## config.mk

```make
export PLATFORM = sky130hd
export DESIGN_NAME = lpm_ctrl
export DESIGN_NICKNAME = d
export VERILOG_FILES = /design/src/rtl/lpm_pkg.sv /design/src/rtl/lpm_wake_det.sv /design/src/rtl/lpm_warm_ctr.sv /design/src/rtl/lpm_ctrl.sv
export SDC_FILE = /design/constraint.sdc
export NUM_CORES = 1
export LEC_CHECK = 0
export BUFFER_PORTS_ARGS = -buffer_cell sky130_fd_sc_hd__buf_2
export CAP_MARGIN = 5
export CORE_MARGIN = 2
export CORE_UTILIZATION = 57
export DETAILED_ROUTE_END_ITERATION = 7
export PLACE_DENSITY = 0.8
export SLEW_MARGIN = 10
export SYNTH_ARGS = -nofsm -noshare
export SYNTH_HDL_FRONTEND = slang
export SYNTH_SLANG_ARGS = --single-unit
export TNS_END_PERCENT = 10
```

## constraint.sdc

```tcl
create_clock -name clk -period 2.2 [get_ports clk]
set_input_delay 0.22 -clock clk [delete_from_list [all_inputs] [get_ports clk]]
set_output_delay 0.22 -clock clk [all_outputs]
set_load 0.03 [all_outputs]
```

## src/rtl/lpm_pkg.sv

```systemverilog
package lpm_pkg;

    typedef enum logic [2:0] {
        ST_RUN  = 3'd0,
        ST_IDLE = 3'd1,
        ST_TGH  = 3'd2,
        ST_STOP = 3'd3,
        ST_WARM = 3'd4
    } lpm_state_e;

    // register 0 implemented fields, bit 7 down to bit 2
    typedef struct packed {
        logic       stop;
        logic       rel_lvl;
        logic       ret_slow;
        logic       out_keep;
        logic [1:0] wsel;
    } cfg_mode_t;

    // register 1 implemented fields: bits 7,6,5,4 and 2
    typedef struct packed {
        logic hi_en;
        logic lo_en;
        logic lo_sel;
        logic cpu_halt;
        logic per_halt;
    } cfg_clk_t;

    typedef struct packed {
        lpm_state_e st;
        cfg_mode_t  c1;
        cfg_clk_t   c2;
        logic       rst_p;
        logic       err_p;
        logic       chg_p;
    } lpm_regs_t;

endpackage

```

## src/rtl/lpm_wake_det.sv

```systemverilog
module lpm_wake_det (
    input  logic clk,
    input  logic rst_n,
    input  logic pin,
    input  logic lvl_mode,
    output logic release_o
);
    logic pin_d, pin_q;

    always_comb begin
        pin_d     = pin;
        release_o = lvl_mode ? pin : (pin_q & ~pin);
    end

    always_ff @(posedge clk or negedge rst_n) begin
        if (!rst_n) pin_q <= 1'b0;
        else        pin_q <= pin_d;
    end
endmodule

```

## src/rtl/lpm_warm_ctr.sv

```systemverilog
module lpm_warm_ctr #(
    parameter int CW = 18
) (
    input  logic          clk,
    input  logic          rst_n,
    input  logic          load,
    input  logic [CW-1:0] load_val,
    output logic          done
);
    logic [CW-1:0] cnt_d, cnt_q;

    always_comb begin
        cnt_d = cnt_q;
        if (load)              cnt_d = load_val;
        else if (cnt_q != '0)  cnt_d = cnt_q - 1'b1;
        done = (cnt_q == CW'(1));
    end

    always_ff @(posedge clk or negedge rst_n) begin
        if (!rst_n) cnt_q <= '0;
        else        cnt_q <= cnt_d;
    end
endmodule

```

## src/rtl/lpm_ctrl.sv

```systemverilog
module lpm_ctrl
    import lpm_pkg::*;
#(
    parameter int FAST_HI = 16,
    parameter int FAST_LO = 14,
    parameter int SLOW_HI = 13,
    parameter int SLOW_LO = 6
) (
    input  logic       clk,
    input  logic       rst_n,
    input  logic       bus_wr,
    input  logic       bus_addr,
    input  logic [7:0] bus_wdata,
    output logic [7:0] bus_rdata,
    input  logic       wake_pin,
    input  logic       wake_irq,
    output logic       hosc_en,
    output logic       losc_en,
    output logic       clk_sel_low,
    output logic       cpu_clk_en,
    output logic       wdt_clk_en,
    output logic       periph_clk_en,
    output logic       port_hiz,
    output logic       rst_req,
    output logic       halt_err,
    output logic       mode_chg
);
    localparam int CW = FAST_HI + 2;
    localparam lpm_regs_t S_RST = {ST_RUN, 6'b000000, 5'b10000, 3'b000};

    lpm_regs_t     s_d, s_q;
    logic          wake_rel;
    logic          ld;
    logic [CW-1:0] ld_val;
    logic          warm_done;
    logic          bad_osc;
    logic          unused_wbits;

    assign unused_wbits = ^{bus_wdata[3], bus_wdata[1:0]};

    function automatic logic [CW-1:0] warm_len(input logic slow, input logic [1:0] sel);
        int sh;
        if (slow) sh = sel[1] ? SLOW_LO : SLOW_HI;
        else      sh = sel[1] ? FAST_LO : FAST_HI;
        return sel[0] ? (CW'(1) << sh) : (CW'(3) << sh);
    endfunction

    lpm_wake_det u_wake (
        .clk       (clk),
        .rst_n     (rst_n),
        .pin       (wake_pin),
        .lvl_mode  (s_q.c1.rel_lvl),
        .release_o (wake_rel)
    );

    lpm_warm_ctr #(.CW(CW)) u_warm (
        .clk      (clk),
        .rst_n    (rst_n),
        .load     (ld),
        .load_val (ld_val),
        .done     (warm_done)
    );

    always_comb begin
        s_d       = s_q;
        s_d.rst_p = 1'b0;
        s_d.err_p = 1'b0;
        s_d.chg_p = 1'b0;
        ld        = 1'b0;
        ld_val    = warm_len(1'b0, s_q.c1.wsel);
        bad_osc   = (!bus_wdata[7] && !bus_wdata[6]) ||
                    (!bus_wdata[7] && !s_q.c2.lo_sel) ||
                    (!bus_wdata[6] &&  s_q.c2.lo_sel);
        case (s_q.st)
            ST_RUN: begin
                if (bus_wr && !bus_addr) begin
                    s_d.c1 = cfg_mode_t'(bus_wdata[7:2]);
                    if (bus_wdata[7]) begin
                        if (bus_wdata[6] && wake_pin) s_d.c1.stop = 1'b0;
                        else                          s_d.st      = ST_STOP;
                    end
                end else if (bus_wr && bus_addr) begin
                    if (bad_osc) begin
                        s_d       = S_RST;
                        s_d.rst_p = 1'b1;
                    end else if (bus_wdata[4] && bus_wdata[2]) begin
                        s_d.c2    = {bus_wdata[7:5], 2'b00};
                        s_d.err_p = 1'b1;
                    end else begin
                        s_d.c2 = {bus_wdata[7:4], bus_wdata[2]};
                        if (bus_wdata[4])      s_d.st = ST_IDLE;
                        else if (bus_wdata[2]) s_d.st = ST_TGH;
                    end
                end
            end
            ST_IDLE, ST_TGH: begin
                if (wake_irq) begin
                    s_d.st          = ST_RUN;
                    s_d.c2.cpu_halt = 1'b0;
                    s_d.c2.per_halt = 1'b0;
                    s_d.chg_p       = 1'b1;
                end
            end
            ST_STOP: begin
                if (wake_rel) begin
                    s_d.st = ST_WARM;
                    ld     = 1'b1;
                    if (!s_q.c1.rel_lvl && s_q.c1.ret_slow) begin
                        s_d.c2.lo_en  = 1'b1;
                        s_d.c2.lo_sel = 1'b1;
                        ld_val        = warm_len(1'b1, s_q.c1.wsel);
                    end else begin
                        s_d.c2.hi_en  = 1'b1;
                        s_d.c2.lo_sel = 1'b0;
                    end
                end
            end
            ST_WARM: begin
                if (warm_done) begin
                    s_d.st      = ST_RUN;
                    s_d.c1.stop = 1'b0;
                    s_d.chg_p   = 1'b1;
                end
            end
            default: s_d = S_RST;
        endcase
    end

    always_ff @(posedge clk or negedge rst_n) begin
        if (!rst_n) s_q <= S_RST;
        else        s_q <= s_d;
    end

    always_comb begin
        bus_rdata     = bus_addr ? {s_q.c2.hi_en, s_q.c2.lo_en, s_q.c2.lo_sel, s_q.c2.cpu_halt,
                                    1'b0, s_q.c2.per_halt, 2'b00}
                                 : {s_q.c1, 2'b00};
        hosc_en       = s_q.c2.hi_en & (s_q.st != ST_STOP);
        losc_en       = s_q.c2.lo_en & (s_q.st != ST_STOP);
        clk_sel_low   = s_q.c2.lo_sel;
        cpu_clk_en    = (s_q.st == ST_RUN);
        wdt_clk_en    = (s_q.st == ST_RUN);
        periph_clk_en = (s_q.st == ST_RUN) || (s_q.st == ST_IDLE);
        port_hiz      = ((s_q.st == ST_STOP) || (s_q.st == ST_WARM)) && !s_q.c1.out_keep;
        rst_req       = s_q.rst_p;
        halt_err      = s_q.err_p;
        mode_chg      = s_q.chg_p;
    end
endmodule

```

### Word level (Yosys, flattened, before mapping)

Index checks and enable logic that the tools add are counted.

| word-level totals | value |
|---|---|
| flip-flop bits (word level) | 36 |

| cells by class | value |
|---|---|
| multiplexer cells | 49 |
| bitwise operators | 8 |
| equal/unequal tests | 19 |
| reductions and logical operators | 34 |
| shifts and indexed selects | 4 |
| add/sub/neg operators | 1 |

Operators by type and width:

| operator | count |
|---|---|
| two-way mux 18 bit | 7 |
| two-way mux 32 bit | 3 |
| left shift 1 x 32 -> 18 bit (first input constant) | 1 |
| left shift 2 x 32 -> 18 bit (first input constant) | 1 |
| two-way mux 3 bit | 8 |
| equality test 18 x 1 -> 1 bit (second input constant) | 1 |
| nonzero test 18 bit | 1 |
| left shift 1 x 5 -> 18 bit (first input constant) | 1 |
| left shift 2 x 5 -> 18 bit (first input constant) | 1 |
| subtractor 18 x 1 -> 18 bit (second input constant) | 1 |
| two-way mux 17 bit | 1 |
| two-way mux 8 bit | 2 |
| two-way mux 1 bit | 12 |
| two-way mux 4 bit | 3 |
| case mux 3 bit (4 select lines) | 1 |
| AND reduction 4 bit | 3 |
| two-way mux 5 bit | 2 |
| case mux 5 bit (2 select lines) | 1 |
| AND reduction 5 bit | 2 |
| logical AND 1 bit | 9 |
| two-way mux 9 bit | 1 |
| case mux 3 bit (3 select lines) | 1 |
| != test 2 bit (second input constant) | 4 |
| AND reduction 8 bit | 1 |
| 23 further kinds | 47 |

### Logic depth before layout (Yosys ltp)

| depth | value |
|---|---|
| depth in word-level cells | 11 |
| depth in mapped cells | 7 |
| mapped depth without buffers | 7 |

### Modules after synthesis

A second synthesis with hierarchy kept.

| second synthesis, totals | value |
|---|---|
| cells, all modules | 256 |
| area, all modules | 2294.7 um^2 |

Modules (own cells, without submodules):

| module | area each (um^2) | times used | cells each |
|---|---|---|---|
| lpm_warm_ctr | 1126.1 | 1 | 124 |
| lpm_ctrl | 1124.8 | 1 | 128 |
| lpm_wake_det | 43.8 | 1 | 4 |

### Worst setup path after synthesis

OpenSTA, ideal clock, no wires.

| path | value |
|---|---|
| path type | register to register |
| start | register s_q[16] (netlist name) |
| end | register s_q[14] (netlist name) |
| path buffers | 1 |
| data required time | 2.121 ns |
| stages on the path, launching flop included | 7 |
| arrival | 2.011 ns |
| setup slack | 0.110 ns |
| period minus slack after synthesis | 2.090 ns |
| cell sequence | dfrtp_1 > buf_2 > nor3_1 > nand2_1 > a2bb2oi_1 > nand3_2 > mux2i_1 |

| on the way | value |
|---|---|
| elaborated cells on any way between the ends | 16 |
| classes of those cells | eq/ne: 12; mux: 1; reduce/logical: 3 |

RTL lines:

| element | RTL line | source |
|---|---|---|
| start: declaration | lpm_ctrl.sv:31 | `lpm_regs_t s_d, s_q;` |
| start signal: assignment | lpm_ctrl.sv:130 | `if (!rst_n) s_q <= S_RST;` |
| start signal: assignment | lpm_ctrl.sv:131 | `else s_q <= s_d;` |
| logical NOT 3 bit * | - |  |
| named net cpu_clk_en | lpm_ctrl.sv:20 | `output logic cpu_clk_en,` |
| != test 5 x 3 -> 1 bit (no line) (tied with other cells) | - |  |
| AND reduction 8 bit (no line) | - |  |

The timed path passes the listed nets; every way through them passes the cells marked *.
A chain may end at the register's enable or synchronous reset.

### Worst setup path in the final report

| path | value |
|---|---|
| start | register s_q[16] (netlist name) |
| end | output port port_hiz |

| on the way | value |
|---|---|
| longest elaborated chain between the ends | 3 |
| elaborated cells on any way between the ends | 4 |
| classes of those cells | eq/ne: 2; reduce/logical: 2 |

Ends and longest elaborated chain:

| element | RTL line | source |
|---|---|---|
| equality test 3 x 2 -> 1 bit / equality test 3 bit (equally long branches) | lpm_ctrl.sv:144 | `port_hiz = ((s_q.st == ST_STOP) \|\| (s_q.st == ST_WARM)) && !s_q.c1.out_keep;` |
| logical OR 1 bit * | lpm_ctrl.sv:144 |  |
| logical AND 1 bit * | lpm_ctrl.sv:144 |  |
| end: declaration | lpm_ctrl.sv:23 | `output logic port_hiz,` |

Mark *: on every way between the ends. The rest lies on a longest branch, timed or not.

==> results.md <==
- Crit-path slowest cell: dfrtp_1
- Area of the multi-input gates: 1180 um^2
- Antenna viol nets, final: 0
- Pwr per Cell Area: 1310 nW/um^2
- Worst Reg2Reg Path Length in Cells: 6
- Total Wirelength: 4410 um
- Register area: 902 um^2
- Status: finished, final reports clean
- Yosys warnings: 0
- Post-Route Utilization: 0.663
- WP buf/inv: 2
- Fin crit period: 1870 ps
- Synth top area share: 0.402
- Post-Synthesis Cell Area: 2180 um^2
- Setup WS post-layout: 332 ps
- Max-slew violation count: 0
- CTS H-tree depth: 2
- Max-Cap Viols: 0
- R2r startpoint: u_warm.cnt_q[0]
- Critical Path, Cell by Cell: nand3b_2 > buf_4 > a21oi_1 > buf_2
- Dominant cell type by area after synthesis: dfrtp_1
- Syn Area/Cell: 9.69 um^2
- Hold violation count in the final report: 0
- EDFF count, synth: 0
- First-pass GRT wire length: 7410 um
- Worst-skew pair later-pin latency: 290 ps
- Yosys reg bits: 36
- HP Class: in2async
- Initial antenna violation count: 0
- # hold bufs at CTS: 0
- Layout cells sized above 1: 0.253
- Cell Rows: 22
- XOR/XNOR share of the synthesized area: 0.0562
- Post-synth top cells: 35 x dfrtp_1, 29 x nor2_1, 18 x nand2_1
- Critical Path Max Stage Delay: 520 ps
- TritonCTS Sinks: 36
- CTS buffer count: 5
- Grt ovf: 0
- Top-count cell post-synth: dfrtp_1
- All-Layer GR Usage: 0.225
- Die ar.: 4340 um^2
- Worst reg2reg endpoint: u_warm.cnt_q[14]
- WL per Instance: 14.6 um
- # port buffers: 27
- Placed cells: 293
- Initial DRC count: 128
- Complex-gate fraction of the synthesized area: 0.149
- Final nets: 268
- Clk_skew: 7.55 ps
- Fin crit share: 0.849
- Die W: 65.9 um
- Fin area: 2430 um^2
- Die height: 65.9 um
- Met2 track demand over resource: 0.379
- Setup TNS: 0 ps
- Area after DPL: 2330 um^2
- Slew margin rel.: 0.478
- Hpwl dp: 3130 um
- CTS resizes: 0
- Met1 Usage GRT: 0.280
- Fill cells: 300
- RePlAce Congestion: 0.867
- Post-synthesis mux area share: 0.0499
- Maximum clock frequency: 535 MHz
- Drt pass-1 iters: 4
- Worst vdd ir: 878 uV
- Data required, critical path: 1980 ps
- Startpoint Class: register
- Largest family of logic cells by synthesized area: simple AND/OR/NAND/NOR gates
- RSZ-0062 raised after global routing: no
- Postcts setup bufs: 0
- Sequential share of the synthesized area: 0.414
- Gate Count Post-Synth: 225
- Reg2reg setup slack: 340 ps
- GRT met3 Usage: 0.0511
- FFs w/ async S/R, synth: 1.00
- Worst hold slack: 8.58 ps
- Vias in the first global route: 1649
- Crit path kind: reg2out
- Clock tree buffer depth: 2
- Most used routing layer: met2
- Dpl ws: 346 ps
- Vias: 1709
- CTS root buf: clkbuf_8
- DRC violations left: 0
- Top cells by area, synth: dfrtp_1 40%, nor2_1 5.0%, mux2_2 3.6%, nand2_1 3.1%, xnor2_1 2.8%
- Initial Util: 0.596
- Crit path DAT: 1650 ps
- Family with the most delay on the worst path: flip-flops
- Leak Pwr: 1.05 nW
- Antenna cells: 0
- Largest net degree at the start of global routing: 37
- Synth Area in Simple Gates: 0.268
- Critical Path Stages: 4
- Synth unique cells: 60
- Synth Area in Adders: 0.0166
- CP Capture Point: port_hiz
- Worst-margin pin slew: 783 ps
- Setup violations, final: 0
- P&R area growth vs syn: 11.3%
- Worst-path clk slew: 70 ps
- Critical-path maximum fanout: 11
- Post-synth top flop: dfrtp_1
- # IOs: 32
- Total chip power: 3.18 mW
- Finished Layout Cells: 301
- Critical path origin: s_q[16]
- Core Footprint: 3660 um^2
- TritonCTS clock tree: built
- Endpoint type of the worst setup path: output port
- Post-DR vias/cell: 5.68
==> power breakdown <==
group	leakage [nW]	switching (mW)	internal, mW
Clock	0.0510	0.241	0.250
Sequential	0.442	0.366	0.927
Combinational	0.553	0.817	0.584
Total	1.05	1.42	1.76
==> cell type report <==
class / count / area share
Sequential cell: 36 / 0.372
Multi-Input combinational cell: 171 / 0.488
Clock buffer: 6 / 0.0340
Timing Repair Buffer: 30 / 0.0649
Tap cell: 48 / 0.0247
Clock inverter: 2 / 0.00412
Inverter: 8 / 0.0124
==> layer usage <==
layer	wire, um	share of wire
met2	2200	0.50
met3	205	0.046
met1	1960	0.44
met5	0	0
met4	52	0.012
==> sequential cells by signal, summed over array words and instances (netlist names) <==
signal,cells
u_warm.cnt_q,18
s_q,13
clk_sel_low,1
halt_err,1
mode_chg,1
rst_req,1
u_wake.pin_q,1
==> cell usage in the layout (no fill, tap or decap), types with 4 or more instances in the layout <==
cell type / Yosys / final
dfrtp_1: 35 / 35
nand3_1: 6 / 6
nand2_1: 18 / 18
nor2_1: 29 / 29
inv_1: 8 / 8
nand2b_1: 4 / 4
a22o_1: 6 / 6
nor3_1: 6 / 6
a21oi_1: 11 / 11
xnor2_1: 7 / 7
clkbuf_8: 0 / 6
buf_2: 3 / 27
xor2_1: 7 / 7
mux2_2: 7 / 7
o21ai_0: 8 / 8
==> worst min-delay path by stage <==
stage,startpoint,to,slack (ps)
floorplan,rst_n,clk_sel_low,-80
global placement,rst_n,u_warm.cnt_q[2],350
detailed placement,rst_n,u_warm.cnt_q[4],350
CTS,rst_n,u_warm.cnt_q[5],30
global route,rst_n,u_warm.cnt_q[17],80
finish,rst_n,u_warm.cnt_q[5],9
==> cell families (layout without fill, tap and decap cells) <==
group	count (synthesis)	in the layout
AO/OA/AOI/OAI	45	45
XOR/XNOR	14	14
AND/OR/NAND/NOR	97	97
other	1	2
adder cells (fa/ha/maj)	3	3
multiplexers	10	10
buffers and inverters	19	46
flip-flops	36	36
(Power assumes the default switching activity.)
